==> src/rtl/tmr_clksel_pkg.sv <==
package tmr_clksel_pkg;

    localparam int SEL_W    = 3;
    localparam int NUM_TAPS = 4;

    typedef enum logic [SEL_W-1:0] {
        CS_STOP     = 3'b000,
        CS_SYS      = 3'b001,
        CS_DIV8     = 3'b010,
        CS_DIV64    = 3'b011,
        CS_DIV256   = 3'b100,
        CS_DIV1024  = 3'b101,
        CS_PIN_FALL = 3'b110,
        CS_PIN_RISE = 3'b111
    } clk_sel_e;

    typedef struct packed {
        logic rise;
        logic fall;
    } pin_edge_t;

    // log2 of the division ratio for each prescaler tap
    function automatic int tap_shift(input int idx);
        case (idx)
            0:       return 3;
            1:       return 6;
            2:       return 8;
            default: return 10;
        endcase
    endfunction

    // tap index used by a divided select, -1 for all others
    function automatic int sel_to_tap(input clk_sel_e sel);
        case (sel)
            CS_DIV8:    return 0;
            CS_DIV64:   return 1;
            CS_DIV256:  return 2;
            CS_DIV1024: return 3;
            default:    return -1;
        endcase
    endfunction

endpackage

==> src/rtl/tmr_prescaler.sv <==
module tmr_prescaler
    import tmr_clksel_pkg::*;
#(
    parameter int PRE_W = 10
) (
    input  logic                clk,
    input  logic                rst,
    output logic [NUM_TAPS-1:0] tap_hit
);

    logic [PRE_W-1:0] pre_q;

    always_ff @(posedge clk) begin
        if (rst) pre_q <= '0;
        else     pre_q <= pre_q + 1'b1;
    end

    for (genvar g = 0; g < NUM_TAPS; g++) begin : g_tap
        localparam int SH = tap_shift(g);
        assign tap_hit[g] = (pre_q[SH-1:0] == '0);
    end

    AST_PRE_ADVANCE: assert property (@(posedge clk) disable iff (rst)
        1'b1 |=> pre_q == PRE_W'($past(pre_q) + 1'b1));

    AST_PRE_CLEARED: assert property (@(posedge clk)
        rst |=> pre_q == '0);

endmodule

==> src/rtl/tmr_pin_edge.sv <==
module tmr_pin_edge
    import tmr_clksel_pkg::*;
#(
    parameter int SYNC_STAGES = 2
) (
    input  logic      clk,
    input  logic      rst,
    input  logic      pin_async,
    output pin_edge_t edges
);

    logic [SYNC_STAGES-1:0] sync_q;
    logic                   last_q;
    logic                   level;

    always_ff @(posedge clk) begin
        if (rst) begin
            sync_q <= '0;
            last_q <= 1'b0;
        end else begin
            sync_q <= {sync_q[SYNC_STAGES-2:0], pin_async};
            last_q <= sync_q[SYNC_STAGES-1];
        end
    end

    assign level      = sync_q[SYNC_STAGES-1];
    assign edges.rise = level & ~last_q;
    assign edges.fall = ~level & last_q;

    AST_RISE_SINGLE: assert property (@(posedge clk) disable iff (rst)
        edges.rise |=> !edges.rise);

    AST_FALL_SINGLE: assert property (@(posedge clk) disable iff (rst)
        edges.fall |=> !edges.fall);

endmodule

==> src/rtl/tmr_tick_select.sv <==
module tmr_tick_select
    import tmr_clksel_pkg::*;
(
    input  logic                clk,
    input  logic                rst,
    input  clk_sel_e            sel,
    input  logic [NUM_TAPS-1:0] tap_hit,
    input  pin_edge_t           edges,
    output logic                tick_q
);

    logic tick_d;
    int   tap_idx;

    always_comb begin
        tap_idx = sel_to_tap(sel);
        case (sel)
            CS_STOP:     tick_d = 1'b0;
            CS_SYS:      tick_d = 1'b1;
            CS_PIN_FALL: tick_d = edges.fall;
            CS_PIN_RISE: tick_d = edges.rise;
            default:     tick_d = (tap_idx >= 0) ? tap_hit[tap_idx[1:0]] : 1'b0;
        endcase
    end

    always_ff @(posedge clk) begin
        if (rst) tick_q <= 1'b0;
        else     tick_q <= tick_d;
    end

    AST_STOP_QUIET: assert property (@(posedge clk) disable iff (rst)
        sel == CS_STOP |=> !tick_q);

    AST_SYS_EVERY: assert property (@(posedge clk) disable iff (rst)
        sel == CS_SYS |=> tick_q);

    AST_DIV8_GATED: assert property (@(posedge clk) disable iff (rst)
        (sel == CS_DIV8 && !tap_hit[0]) |=> !tick_q);

    AST_PIN_RISE_TICK: assert property (@(posedge clk) disable iff (rst)
        (sel == CS_PIN_RISE && edges.rise) |=> tick_q);

    AST_PIN_FALL_TICK: assert property (@(posedge clk) disable iff (rst)
        (sel == CS_PIN_FALL && edges.fall) |=> tick_q);

endmodule

==> src/rtl/tmr_count_reg.sv <==
module tmr_count_reg #(
    parameter int CNT_W = 8
) (
    input  logic             clk,
    input  logic             rst,
    input  logic             tick,
    input  logic             wr_en,
    input  logic [CNT_W-1:0] wr_data,
    output logic [CNT_W-1:0] cnt_q
);

    always_ff @(posedge clk) begin
        if (rst)        cnt_q <= '0;
        else if (wr_en) cnt_q <= wr_data;
        else if (tick)  cnt_q <= cnt_q + 1'b1;
    end

    AST_CNT_STEP: assert property (@(posedge clk) disable iff (rst)
        (tick && !wr_en) |=> cnt_q == CNT_W'($past(cnt_q) + 1'b1));

    AST_CNT_LOAD: assert property (@(posedge clk) disable iff (rst)
        wr_en |=> cnt_q == $past(wr_data));

    AST_CNT_HOLD: assert property (@(posedge clk) disable iff (rst)
        (!tick && !wr_en) |=> $stable(cnt_q));

    AST_CNT_RESET: assert property (@(posedge clk)
        rst |=> cnt_q == '0);

endmodule

==> src/rtl/tmr_clock_select.sv <==
module tmr_clock_select
    import tmr_clksel_pkg::*;
#(
    parameter int PRE_W       = 10,
    parameter int SYNC_STAGES = 2,
    parameter int CNT_W       = 8
) (
    input  logic             clk,
    input  logic             rst,
    input  logic [SEL_W-1:0] clk_sel,
    input  logic             ext_pin,
    input  logic             cnt_wr_en,
    input  logic [CNT_W-1:0] cnt_wr_data,
    output logic             count_tick,
    output logic [CNT_W-1:0] count_q
);

    logic [NUM_TAPS-1:0] tap_hit;
    pin_edge_t           edges;
    clk_sel_e            sel;

    assign sel = clk_sel_e'(clk_sel);

    tmr_prescaler #(.PRE_W(PRE_W)) u_pre (
        .clk     (clk),
        .rst     (rst),
        .tap_hit (tap_hit)
    );

    tmr_pin_edge #(.SYNC_STAGES(SYNC_STAGES)) u_pin (
        .clk       (clk),
        .rst       (rst),
        .pin_async (ext_pin),
        .edges     (edges)
    );

    tmr_tick_select u_sel (
        .clk     (clk),
        .rst     (rst),
        .sel     (sel),
        .tap_hit (tap_hit),
        .edges   (edges),
        .tick_q  (count_tick)
    );

    tmr_count_reg #(.CNT_W(CNT_W)) u_cnt (
        .clk     (clk),
        .rst     (rst),
        .tick    (count_tick),
        .wr_en   (cnt_wr_en),
        .wr_data (cnt_wr_data),
        .cnt_q   (count_q)
    );

    AST_TICK_RESET: assert property (@(posedge clk)
        rst |=> !count_tick);

endmodule

==> config.mk <==
export PLATFORM = sky130hd
export DESIGN_NAME = tmr_clock_select
export DESIGN_NICKNAME = d
export VERILOG_FILES = /design/src/rtl/tmr_clksel_pkg.sv /design/src/rtl/tmr_prescaler.sv /design/src/rtl/tmr_pin_edge.sv /design/src/rtl/tmr_tick_select.sv /design/src/rtl/tmr_count_reg.sv /design/src/rtl/tmr_clock_select.sv
export SDC_FILE = /design/constraint.sdc
export NUM_CORES = 1
export LEC_CHECK = 0
export CORE_MARGIN = 8
export CORE_UTILIZATION = 43
export DETAILED_ROUTE_END_ITERATION = 16
export PLACE_DENSITY = 0.73
export SETUP_SLACK_MARGIN = 0.15
export SLEW_MARGIN = 20
export SYNTH_ARGS = -nofsm -noshare
export SYNTH_HDL_FRONTEND = slang
export SYNTH_SLANG_ARGS = --single-unit
==> constraint.sdc <==
create_clock -name clk -period 1.2 [get_ports clk]
set_input_delay 0.24 -clock clk [delete_from_list [all_inputs] [get_ports clk]]
set_output_delay 0.24 -clock clk [all_outputs]
set_load 0.01 [all_outputs]
==> out/results.txt, run 1 <==
result of the run - complete, no violations
DIE AREA - 4224 um^2
Post-DRT Antenna Nets - 0
Final HPWL DP - 1759 um
simple-gate share of the synthesized area - 23.76%
Initial DRC Count - 53
WHS - 450.0 ps
Die X - 65.00 um
Max VDD drop - 598.8 uV
Post-Synth Adder-Cell Area - 3.636%
gr usage total - 12.84%
asr flop ratio synth - 0%
number of antenna diodes - 0
Net Count, Synth - 136
Tcrit/Tclk final - 98.00%
GR Overflow Total - 0
clock root buffer - clkbuf_4
Clk pin slew, worst setup/hold paths - 110 ps
drt first pass iters - 4
Chip Height - 65.00 um
Post-Syn Area - 1032 um^2
Initial Util - 46.22%
most frequent cells in the layout - nor2_1, buf_6, clkdlybuf4s50_1, buf_4, dfxtp_4
Finished Core Util - 76.36%
WP data required - 1410 ps
Syn Area/Cell - 8.748 um^2
Routed WL - 2774 um
Hold Buf Count CTS - 0
Worst-Skew Late Latency - 300 ps
CP endpoint kind - register
number of max-cap violations - 0
gp weighted congestion - 0.7379
Placed Cells - 173
setup TNS - 0 ps
Main synth FF type - dfxtp_1
crit-path max FO - 3
PortBufs - 23
core area - 2233 um^2
worst-case clock buffer depth - 2
via count - 995
post-synth cell types - 29
CTS Buf Count - 3
DR DRC count - 0
I/O pins - 24
WP data arrival - 1380 ps
maximum number of pins on one net before global-route repair - 23
Gate Count Post-Synth - 118
met3 wire length - 149 um
Worst slew margin - 84.79%
Final Hold Violating Endpoints - 0
Crit Path Class - reg -> reg
Max Fclk - 850.4 MHz
met2 wire len - 1445 um
Compound-Gate Fraction of Synth Area - 9.697%
Pwr Total - 0.001514 W
initial antenna violation count - 0
vias in the first global route - 999
xor/xnor share of the synthesized area - 11.03%
Slew Limit Fails - 0
synth warn - 0
worst slew pin tran - 226.3 ps
register bit total from synthesis - 22
final non-filler cell total - 193
number of synthesized flops with an enable pin - 0
Tmin final - 1176 ps
WL/cell - 14.37 um
synth-to-layout area growth - 65.21%
CTS H-tree lvls - 1
# rows - 17
Clock Skew - 3.017 ps
CTS tree - built
share of layout cells above drive strength 1 - 43.03%
largest family of logic cells by synthesized area - simple AND/OR/NAND/NOR gates
mux contribution to synthesized area - 4.970%
register area share after synthesis - 42.67%
RSZ-0062 raised after global routing - true
PwrDens - 887.9 nW/um^2
DR vias/cell - 5.155
Setup violations, final - 0
sinks on the clock net - 22
Leakage - 0.6729 nW
Layout Nets - 184
M1 WL - 1134 um
first-pass GRT wire length - 4402 um
worst hold path class - reg -> reg
CP startpoint kind - register
highest routed layer - met4
Yosys cell counts, drive strengths merged (2+ instances only):
cell type	n	area (um^2)
nand3	5	30.03
buf	3	13.76
a211oi	2	15.01
xnor2	9	78.83
nor2	19	71.32
a21oi	8	40.04
o21ai	3	15.01
ha	3	37.54
or3	2	12.51
nor2b	4	25.02
o21a	3	22.52
nand4	6	37.54
inv	7	26.28
dfxtp	22	440.4
nand2	4	15.01
xor2	4	35.03
mux2i	4	40.04
nor4	2	18.77
worst paths after layout:
check / endpoint / cells after the start / start / slack [ps]
worst max-delay path: u_cnt.cnt_q[7] / 5 / u_cnt.cnt_q[2] / 20
worst max register to register: u_cnt.cnt_q[7] / 5 / u_cnt.cnt_q[2] / 20
worst min register to register: u_pin.sync_q[1] / 1 / u_pin.sync_q[0] / 450
worst min-delay path: u_pin.sync_q[1] / 1 / u_pin.sync_q[0] / 450
power breakdown:
group	switching [W]	total (W)	internal (W)
logic	0.000147	0.000375	0.000228
clock network	0.000208	0.000338	0.000130
registers	0.0000404	0.000802	0.000761
total	0.000395	0.00151	0.00112
state kept, by name, summed over array words and instances (netlist names):
| signal | count |
|---|---|
| u_pin.sync_q | 2 |
| u_sel.tick_q | 1 |
| u_cnt.cnt_q | 8 |
| u_pre.pre_q | 10 |
| u_pin.last_q | 1 |
stage by stage:
step           worst slack, ps  area, um^2
6_report                 24.04        1705
3_5_place_dp            -280.9        1401
2_1_floorplan            53.73        1087
5_1_grt                 -48.10        1705
4_1_cts                  1.149        1612
3_3_place_gp            -177.3        1401
area by class of cell:
type | count | area (um^2)
fillers | 157 | 528.0
multi-input cells | 85 | 676.9
flip-flops and latches | 22 | 479.2
repair buffers | 47 | 461.7
clock buffers | 4 | 26.28
inverters | 7 | 26.28
well taps | 28 | 35.03
metal layers:
layer  vias to the layer above  GRT usage [%]
met5                         -              0
met2                        21          23.85
li1                        500              -
met4                         0          5.722
met1                       468          12.98
met3                         6          3.608
critical path: stages (launching register included):
cell	delay, ps
dfxtp_4	380
buf_6	110
nand4_1	180
nor2_1	170
xor2_1	80
o21a_1	160
cell families after synthesis:
| group | count (synthesis) |
|---|---|
| and+or+nand+nor | 47 |
| AOI/OAI and AO/OA | 17 |
| muxes | 5 |
| adders and majority gates | 3 |
| DFF | 22 |
| xor gates and xnor gates | 13 |
| buffers and inverters | 11 |
timing repair:
action,4_1_cts,5_1_grt
resized for setup,68,15
cloned,0,0
endpoints found under the setup margin,19,23
pin swaps,14,18
buffers inserted,13,3
(Power assumes the default switching activity.)
==> inputs of run 2 (changes only) <==
Settings changed: RECOVER_POWER set to 100, SLEW_MARGIN 20 to unset.
==> out/results.txt, run 2 (same netlist as run 1, synthesis figures left out) <==
post-route cell area - 1705 um^2 (unchanged)
Crit path max-delay family - flip-flops (unchanged)
most frequent cells in the layout - nor2_1, buf_6, buf_4, clkdlybuf4s50_1, dfxtp_4 (was nor2_1, buf_6, clkdlybuf4s50_1, buf_4, dfxtp_4)
DR vias/cell - 5.155 (unchanged)
Leakage - 0.6731 nW (was 0.6729 nW)
number of antenna diodes - 0 (unchanged)
number of max-cap violations - 0 (unchanged)
via count - 995 (unchanged)
result of the run - complete, no violations (unchanged)
RSZ-0062 raised after global routing - true (unchanged)
DR DRC count - 0 (unchanged)
flip-flop count of the largest register after layout - 10 (unchanged)
Setup violations, final - 0 (unchanged)
vias in the first global route - 999 (unchanged)
maximum number of pins on one net before global-route repair - 23 (unchanged)
Final Hold Violating Endpoints - 0 (unchanged)
WP data required - 1410 ps (about the same)
Max VDD drop - 598.4 uV (was 598.8 uV)
core area - 2233 um^2 (unchanged)
CTS Buf Count - 3 (unchanged)
worst hold path class - reg -> reg (unchanged)
biggest regs - u_pre.pre_q x10, u_cnt.cnt_q x8, u_pin.sync_q x2 (unchanged)
Slew Limit Fails - 0 (unchanged)
Chip Height - 65.00 um (unchanged)
gp weighted congestion - 0.7379 (unchanged)
crit-path max FO - 3 (unchanged)
drt first pass iters - 4 (unchanged)
reg2reg path depth - 5 (unchanged)
CP endpoint kind - register (unchanged)
Worst R2R End - u_cnt.cnt_q[7] (unchanged)
sinks on the clock net - 22 (unchanged)
GR Overflow Total - 0 (unchanged)
share of layout cells above drive strength 1 - 43.03% (unchanged)
Hold Buf Count CTS - 0 (unchanged)
pre-CTS WS - -280.9 ps (unchanged)
PortBufs - 23 (unchanged)
Tcrit/Tclk final - 98.00% (about the same)
hold-critical path endpoint - u_pin.sync_q[1] (unchanged)
Max Fclk - 850.4 MHz (about the same)
Clock Skew - 3.038 ps (was 3.017 ps)
hold wc startpoint - u_pin.sync_q[0] (unchanged)
Top reg by flops - u_pre.pre_q (unchanged)
PwrDens - 887.5 nW/um^2 (was 887.9 nW/um^2)
Critical R2R Launch - u_cnt.cnt_q[2] (unchanged)
CTS tree - built (unchanged)
WP data arrival - 1380 ps (about the same)
cell chain of the critical path - buf_6 -> nand4_1 -> nor2_1 -> xor2_1 -> o21a_1 (unchanged)
worst reg-to-reg setup slack - 20 ps (about the same)
initial antenna violation count - 0 (unchanged)
# rows - 17 (unchanged)
Initial DRC Count - 53 (unchanged)
synth-to-layout area growth - 65.21% (unchanged)
DIE AREA - 4224 um^2 (unchanged)
I/O pins - 24 (unchanged)
slowest CP cell - dfxtp_4 (unchanged)
Final HPWL DP - 1759 um (unchanged)
Initial Util - 46.22% (unchanged)
dpl cell area - 1401 um^2 (unchanged)
Worst path max stage delay - 380 ps (about the same)
Pwr Total - 0.001513 W (was 0.001514 W)
Die X - 65.00 um (unchanged)
CTS H-tree lvls - 1 (unchanged)
Clk pin slew, worst setup/hold paths - 110 ps (about the same)
Crit Path Class - reg -> reg (unchanged)
post-route worst setup slack - 24.01 ps (was 24.04 ps)
Post-DRT Antenna Nets - 0 (unchanged)
CP startpoint kind - register (unchanged)
Worst-Skew Late Latency - 300 ps (about the same)
Routed WL - 2773 um (was 2774 um)
Worst slew margin - 84.79% (unchanged)
WL/cell - 14.37 um (about the same)
worst slew pin tran - 226.3 ps (unchanged)
clock root buffer - clkbuf_4 (unchanged)
first-pass GRT wire length - 4402 um (unchanged)
worst-case clock buffer depth - 2 (unchanged)
Tmin final - 1176 ps (about the same)
Layout Nets - 184 (unchanged)
setup TNS - 0 ps (unchanged)
gr usage total - 12.84% (unchanged)
hold path cells - 1 (unchanged)
CP Buf/Inv Count - 1 (unchanged)
run 2: changes by cell type in the layout (fill, tap and decap cells not counted):
cell / previous run / this run
clkdlybuf4s50_1: 14 / 13
dlygate4sd3_1: 0 / 1
run 2: repair_timing:
action	4_1_cts	5_1_grt
buffers inserted	13	3
resized for setup	68	15
pin swaps	14	18
endpoints found under the setup margin	19	23
run 2: power breakdown:
group	internal [W]	switching (W)	total [W]
clock	0.000130	0.000208	0.000338
sequential	0.000761	0.0000404	0.000802
combinational	0.000227	0.000147	0.000374
run 2: worst max path at each step:
stage	from	end	cells after the start
after CTS	u_pre.pre_q[9]	u_sel.tick_q	4
final	u_cnt.cnt_q[2]	u_cnt.cnt_q[7]	5
after floorplan	u_pre.pre_q[1]	u_pre.pre_q[8]	4
after global routing	u_cnt.cnt_q[2]	u_cnt.cnt_q[7]	5
after global placement	clk_sel[1]	u_sel.tick_q	3
after detailed placement	clk_sel[0]	u_sel.tick_q	5
run 2: routing by layer:
| layer | global-route usage, % | wire, um | up-vias |
|---|---|---|---|
| li1 | - | - | 500 |
| met1 | 12.98 | 1133 | 468 |
| met2 | 23.85 | 1445 | 21 |
| met3 | 3.608 | 149 | 6 |
| met4 | 5.722 | 44 | 0 |
| met5 | 0 | 0 | - |
run 2: area by class of cell:
cell class              count  area [um^2]
multi-input cells          85        676.9
inverters                   7        26.28
clock buffers               4        26.28
fillers                   157        528.0
flip-flops and latches     22        479.2
repair buffers             47        461.7
well taps                  28        35.03
run 2: worst reg2reg max path: stages, from the launching register on:
cell and delay [ps]:
dfxtp_4 380, buf_6 110, nand4_1 180, nor2_1 170
xor2_1 80, o21a_1 160
run 2: through the flow:
stage | hold slack (ps) | instances | util, %
after floorplan | 311.6 | 118 | -
after global placement | 417.6 | 173 | 62.75
after detailed placement | 431.8 | 173 | 62.75
after CTS | 457.5 | 190 | 72.16
after global routing | 473.1 | 193 | 76.36
final | 449.9 | 193 | 76.36
